File: config.mk
export PLATFORM = sky130hd
export DESIGN_NAME = can_accept_filter
export DESIGN_NICKNAME = d
export VERILOG_FILES = /design/src/rtl/can_acc_pkg.sv /design/src/rtl/can_acc_mask_regs.sv /design/src/rtl/can_acc_cmp.sv /design/src/rtl/can_acc_prio.sv /design/src/rtl/can_accept_filter.sv
export SDC_FILE = /design/constraint.sdc
export NUM_CORES = 1
export LEC_CHECK = 0
export BUFFER_PORTS_ARGS = -buffer_cell sky130_fd_sc_hd__buf_2
export CORE_AREA = 2 2 234 236
export CTS_CLUSTER_DIAMETER = 50
export DETAILED_ROUTE_END_ITERATION = 8
export DIE_AREA = 0 0 236 238
export PLACE_DENSITY = 0.49
export REMOVE_ABC_BUFFERS = 1
export SETUP_SLACK_MARGIN = 0.2
export SLEW_MARGIN = 0
export SYNTH_ARGS = -nofsm -noshare
export SYNTH_HDL_FRONTEND = slang
export SYNTH_SLANG_ARGS = --single-unit
File: constraint.sdc
create_clock -name clk_i -period 4.7 [get_ports clk_i]
set_input_delay 0 -clock clk_i [delete_from_list [all_inputs] [get_ports clk_i]]
set_output_delay 0 -clock clk_i [all_outputs]
set_load 0.02 [all_outputs]
File: src/rtl/can_acc_pkg.sv
package can_acc_pkg;
  localparam int ID_W     = 29;
  localparam int STD_W    = 11;
  localparam int EXT_W    = ID_W - STD_W;
  localparam int REG_W    = 32;
  localparam int NUM_MASK = 3;
  localparam int SEL_W    = 2;

  typedef logic [ID_W-1:0] can_id_t;

  localparam logic [SEL_W-1:0] SEL_GLOBAL = 2'd0;
  localparam logic [SEL_W-1:0] SEL_BUF_A  = 2'd1;
  localparam logic [SEL_W-1:0] SEL_BUF_B  = 2'd2;
endpackage

File: src/rtl/can_acc_mask_regs.sv
module can_acc_mask_regs
  import can_acc_pkg::*;
(
  input  logic                            clk_i,
  input  logic                            rst_ni,
  input  logic                            we_i,
  input  logic [SEL_W-1:0]                sel_i,
  input  logic [REG_W-1:0]                wdata_i,
  input  logic [SEL_W-1:0]                rsel_i,
  output logic [REG_W-1:0]                rdata_o,
  output logic [NUM_MASK-1:0][ID_W-1:0]   mask_o
);
  logic [NUM_MASK-1:0][ID_W-1:0] mask_q;

  for (genvar m = 0; m < NUM_MASK; m++) begin : g_mask
    always_ff @(posedge clk_i or negedge rst_ni) begin
      if (!rst_ni)
        mask_q[m] <= '1;
      else if (we_i && (sel_i == SEL_W'(m)))
        mask_q[m] <= wdata_i[ID_W-1:0];
    end
  end

  always_comb begin
    rdata_o = '0;
    for (int m = 0; m < NUM_MASK; m++)
      if (rsel_i == SEL_W'(m)) rdata_o[ID_W-1:0] = mask_q[m];
  end

  assign mask_o = mask_q;
endmodule

File: src/rtl/can_acc_cmp.sv
module can_acc_cmp
  import can_acc_pkg::*;
(
  input  can_id_t   frame_id_i,
  input  logic      frame_ext_i,
  input  can_id_t   buf_id_i,
  input  logic      buf_ext_i,
  input  logic      buf_en_i,
  input  can_id_t   mask_i,
  output logic      hit_o
);
  can_id_t eff_mask;
  can_id_t diff;

  // low part only counts for extended frames
  assign eff_mask = {mask_i[ID_W-1:EXT_W], mask_i[EXT_W-1:0] & {EXT_W{frame_ext_i}}};
  assign diff     = (frame_id_i ^ buf_id_i) & eff_mask;
  assign hit_o    = buf_en_i && (buf_ext_i == frame_ext_i) && (diff == '0);
endmodule

File: src/rtl/can_acc_prio.sv
module can_acc_prio #(
  parameter int N     = 16,
  localparam int IDX_W = $clog2(N)
) (
  input  logic [N-1:0]     hit_i,
  output logic             any_o,
  output logic [IDX_W-1:0] idx_o
);
  always_comb begin
    idx_o = '0;
    for (int i = N - 1; i >= 0; i--)
      if (hit_i[i]) idx_o = IDX_W'(i);
  end
  assign any_o = |hit_i;
endmodule

File: src/rtl/can_accept_filter.sv
module can_accept_filter
  import can_acc_pkg::*;
#(
  parameter int NUM_BUF = 16,
  localparam int IDX_W  = $clog2(NUM_BUF)
) (
  input  logic                    clk_i,
  input  logic                    rst_ni,
  input  logic                    frame_vld_i,
  input  logic [ID_W-1:0]         frame_id_i,
  input  logic                    frame_ext_i,
  input  logic [NUM_BUF*ID_W-1:0] buf_id_i,
  input  logic [NUM_BUF-1:0]      buf_ext_i,
  input  logic [NUM_BUF-1:0]      buf_en_i,
  input  logic                    mask_we_i,
  input  logic [SEL_W-1:0]        mask_sel_i,
  input  logic [REG_W-1:0]        mask_wdata_i,
  input  logic [SEL_W-1:0]        mask_rsel_i,
  output logic [REG_W-1:0]        mask_rdata_o,
  output logic                    result_vld_o,
  output logic                    match_o,
  output logic [IDX_W-1:0]        match_idx_o
);
  logic [NUM_MASK-1:0][ID_W-1:0] mask_w;
  logic [NUM_BUF-1:0]            hit_w;
  logic                          any_w;
  logic [IDX_W-1:0]              idx_w;

  can_acc_mask_regs u_masks (
    .clk_i   (clk_i),
    .rst_ni  (rst_ni),
    .we_i    (mask_we_i),
    .sel_i   (mask_sel_i),
    .wdata_i (mask_wdata_i),
    .rsel_i  (mask_rsel_i),
    .rdata_o (mask_rdata_o),
    .mask_o  (mask_w)
  );

  for (genvar b = 0; b < NUM_BUF; b++) begin : g_buf
    can_id_t sel_mask;
    if (b == NUM_BUF - 2) begin : g_ded_a
      assign sel_mask = mask_w[1];
    end else if (b == NUM_BUF - 1) begin : g_ded_b
      assign sel_mask = mask_w[2];
    end else begin : g_glob
      assign sel_mask = mask_w[0];
    end

    can_acc_cmp u_cmp (
      .frame_id_i  (frame_id_i),
      .frame_ext_i (frame_ext_i),
      .buf_id_i    (buf_id_i[b*ID_W +: ID_W]),
      .buf_ext_i   (buf_ext_i[b]),
      .buf_en_i    (buf_en_i[b]),
      .mask_i      (sel_mask),
      .hit_o       (hit_w[b])
    );
  end

  can_acc_prio #(.N(NUM_BUF)) u_prio (
    .hit_i (hit_w),
    .any_o (any_w),
    .idx_o (idx_w)
  );

  always_ff @(posedge clk_i or negedge rst_ni) begin
    if (!rst_ni) begin
      result_vld_o <= 1'b0;
      match_o      <= 1'b0;
      match_idx_o  <= '0;
    end else begin
      result_vld_o <= frame_vld_i;
      match_o      <= frame_vld_i && any_w;
      if (frame_vld_i) match_idx_o <= any_w ? idx_w : '0;
    end
  end
endmodule

==> flow_summary_export.csv <==
group,metric,value,unit
floorplan,dieArea,56200,µm²
drt,drt_iter0_drc,1358,
power,leakagePower,7.42,nW
power,combPwrFrac,49.0,%
critical_path,cpPeakStageDelay,0.84,ns
clock_tree,cts_tree,"yes",
critical_path,cp_num_buf_inv,1,
timing,hold_violations,0,
critical_path,crit_path_end_kind,"flop",
logic_synthesis,synth_top_area_share,34.9,%
power,power_density,262,nW/µm²
finish,drive_gt1_share,45.7,%
run,maxCapViolCount,0,
timing,maxSlewViolCount,0,
logic_synthesis,netlist_area,11800,µm²
placed_design,numPlacedInstances,2527,
placed_design,place_congestion,0.896,
power,clkPwrFrac,18.1,%
timing,layout_min_cycle_time,3.24,ns
timing,max_freq,308,MHz
critical_path,crit_path_start_kind,"flop",
critical_path,slowest_stage,"and2_1",
drt,wl_per_cell,34.7,µm
logic_synthesis,syn_area_per_cell,8.99,µm²
global_route,gr-usage-met3,5.67,%
global_route,antenna_found_initial,15,
finish,final_cell_count_no_fill,2579,
logic_synthesis,yosysWarnings,0,
timing,fin_ws,1.46,ns
placed_design,dp_slack,1.30,ns
power,vdd_drop_max,0.164,mV
drt,dr.pass1.iters,6,
drt,via_per_inst,5.40,
clock_tree,cts_root_buf,"clkbuf_16",
logic_synthesis,synthArstFlopShare,100,%
critical_path,crit_path_max_fanout,11,
status,status,"complete, no violations",
power,internal_power,2.25,mW
global_route,use_met1,37.6,%
logic_synthesis,yosys.area.top_type,"xor2_1",
logic_synthesis,synth_common_cells,"470 x xor2_1, 208 x a22oi_1, 87 x dfstp_2, 87 x mux2_2, 78 x buf_2",
logic_synthesis,synth.most_common_cell,"xor2_1",
timing,worst_pin_slew,1.09,ns
logic_synthesis,ys.flop_type,"dfstp_2",
critical_path,crit_arrival,3.48,ns
timing,finalSetupTns,0,ns
timing,post-route-period-util,69.0,%
critical_path,r2r_slack,1.46,ns
power,switching_power,1.95,mW
critical_path,crit_family,"simple AND/OR/NAND/NOR gates",
placed_design,hpwl,69.2,mm
logic_synthesis,ys_ff_latch,93,
logic_synthesis,synth_edf_count,0,
clock_tree,h-tree-depth,3,
timing,rsz0062_at_grt,"no",
global_route,grt_start_max_net_pins,59,
logic_synthesis,postSynthCellCount,1313,
clock_tree,clk_latency,0.37,ns
critical_path,cp_data_required_time,4.94,ns
floorplan,initial_utilization,22.1,%
drt,drt-total-wl,89.5,mm
floorplan,die_width,236,µm
logic_synthesis,synth_cell_type_count,55,
drt,ant_nets,0,
clock_tree,path_clk_slew,0.07,ns
global_route,gr-usage-all-layers,30.7,%
clock_tree,numCtsBuffers,9,
power,seqPwrFrac,32.9,%
floorplan,placementRows,85,
global_route,grtUsageMet2,52.3,%
floorplan,core_area,53500,µm²
global_route,overflow,0,
clock_tree,cts.sink_count,93,
drt,drc_errors,0,
critical_path,critical_path_class,"reg2reg",
logic_synthesis,synthTopCellsByArea,"xor2_1 35%, dfstp_2 19%, a22oi_1 13%, mux2_2 8.3%, buf_2 3.3%",
timing,setup-violations-final,0,
critical_path,crit_chain,"and2_1 > buf_4 > a22oi_1 > nand3_1 > nor4_1 > or2_2 > or2_1 > o31ai_2 > o41ai_1",
logic_synthesis,synth_seq_area_share,20.6,%
min_path,worstHoldPathType,"in2async",
global_route,grt_pass1_vias,14300,
timing,finClkSkew,0.00650,ns
timing,slew_headroom,27.6,%
power,swShare,46.4,%
finish,fin_nets,2439,
placed_design,place.port_buffers,597,
floorplan,die_height,238,µm
global_route,busiest_layer,"met2",
floorplan,top_level_ports,604,
global_route,grt_pass1_wl,118,mm
finish,areaGrowthSynthToFinish,35.7,%
drt,route.vias.total,13900,
clock_tree,clock_tree.buffer_depth,2,
==> metrics by stage <==
step | hold WS (ns) | area (µm²) | total power, mW | utilization, %
2_1_floorplan | -0.296 | 11100 | 2.12 | -
3_3_place_gp | 0.166 | 15400 | 3.39 | 28.8
3_5_place_dp | 0.176 | 15400 | 3.40 | 28.8
4_1_cts | 0.299 | 16000 | 4.20 | 29.9
5_1_grt | 0.369 | 16000 | 4.36 | 29.9
6_report | 0.322 | 16000 | 4.20 | 29.9
==> power by group through the flow <==
stage               logic, mW  clock network, mW  registers (mW)
global placement         2.01                  0            1.38
floorplan               0.929                  0            1.19
finish                   2.06              0.761            1.38
CTS                      2.05              0.776            1.37
detailed placement       2.02                  0            1.38
global route             2.16              0.808            1.39
==> layout by cell type, fill, tap and decap left out, drive strengths merged, types with 5 or more instances in the layout <==
master       netlist  layout
buf               97     652
xor2             470     470
a22oi            208     208
mux2              87      87
dfstp             87      87
nand2             55      55
nand4             47      47
o21ai             32      32
dlygate4sd3        0      31
mux2i             29      29
and2              18      18
inv               15      17
nor4              16      16
nand3             12      12
a211oi            12      12
clkbuf            39      11
nor2              10      10
a21oi              8       8
a222oi             7       7
diode              0       6
a32oi              6       6
dfrtp              6       6
o2111ai            5       5
xnor2              5       5
==> flip-flops by register name, indices dropped and copies added, names as in the netlist <==
name / flops
match_idx_o: 4
match_o: 1
result_vld_o: 1
u_masks.mask_o: 87
==> routing by layer <==
| metal | part of all wire (%) | wire, µm |
|---|---|---|
| met4 | 5.1 | 4530 |
| met2 | 47 | 41900 |
| met1 | 40 | 35700 |
| met3 | 8.2 | 7300 |
| met5 | 0.051 | 46 |
==> logic make-up (layout without fill, tap and decap cells) <==
group,count (synthesis),after routing,share of synthesized area (%)
compound gates,304,304,18.9
xor+xnor,475,475,35.2
buf+inv,151,713,6.29
flops,93,93,20.6
mux,116,116,10.8
other cells,1,9,0.0318
simple gates,173,173,8.13
==> final cells by class <==
cell class / count / area [µm²]
repair buffers: 683 / 3710
inverters: 15 / 56.3
multi-input cells: 1071 / 8640
fillers: 5792 / 37500
clock inverters: 4 / 30.0
well taps: 696 / 871
flip-flops and latches: 93 / 2440
diodes: 6 / 15.0
clock buffers: 11 / 253
==> repair_timing <==
item / CTS / global route
endpoints found under the hold margin: 98 / 0
hold buffers: 31 / 0
gates resized for setup: 0 / 0
setup buffers: 0 / 0
==> worst reg2reg max path: cells and delay by family (launching register included) <==
family,cells,cell delay (ns)
simple gates,5,1.68
flops,1,0.54
compound gates,3,0.55
buf+inv,1,0.32
==> path summary, 6_finish.rpt <==
kind	from	end	cells past startpoint
worst max-delay path	u_masks.mask_o[5]	match_idx_o[1]	9
worst min-delay path	rst_ni	result_vld_o	2
worst max register to register	u_masks.mask_o[5]	match_idx_o[1]	9
worst min register to register	match_idx_o[2]	match_idx_o[2]	2
max in group asynchronous	rst_ni	u_masks.mask_o[47]	3
min in group clk_i	buf_en_i[3]	match_idx_o[1]	6
Power figures use the tool's default switching activity.
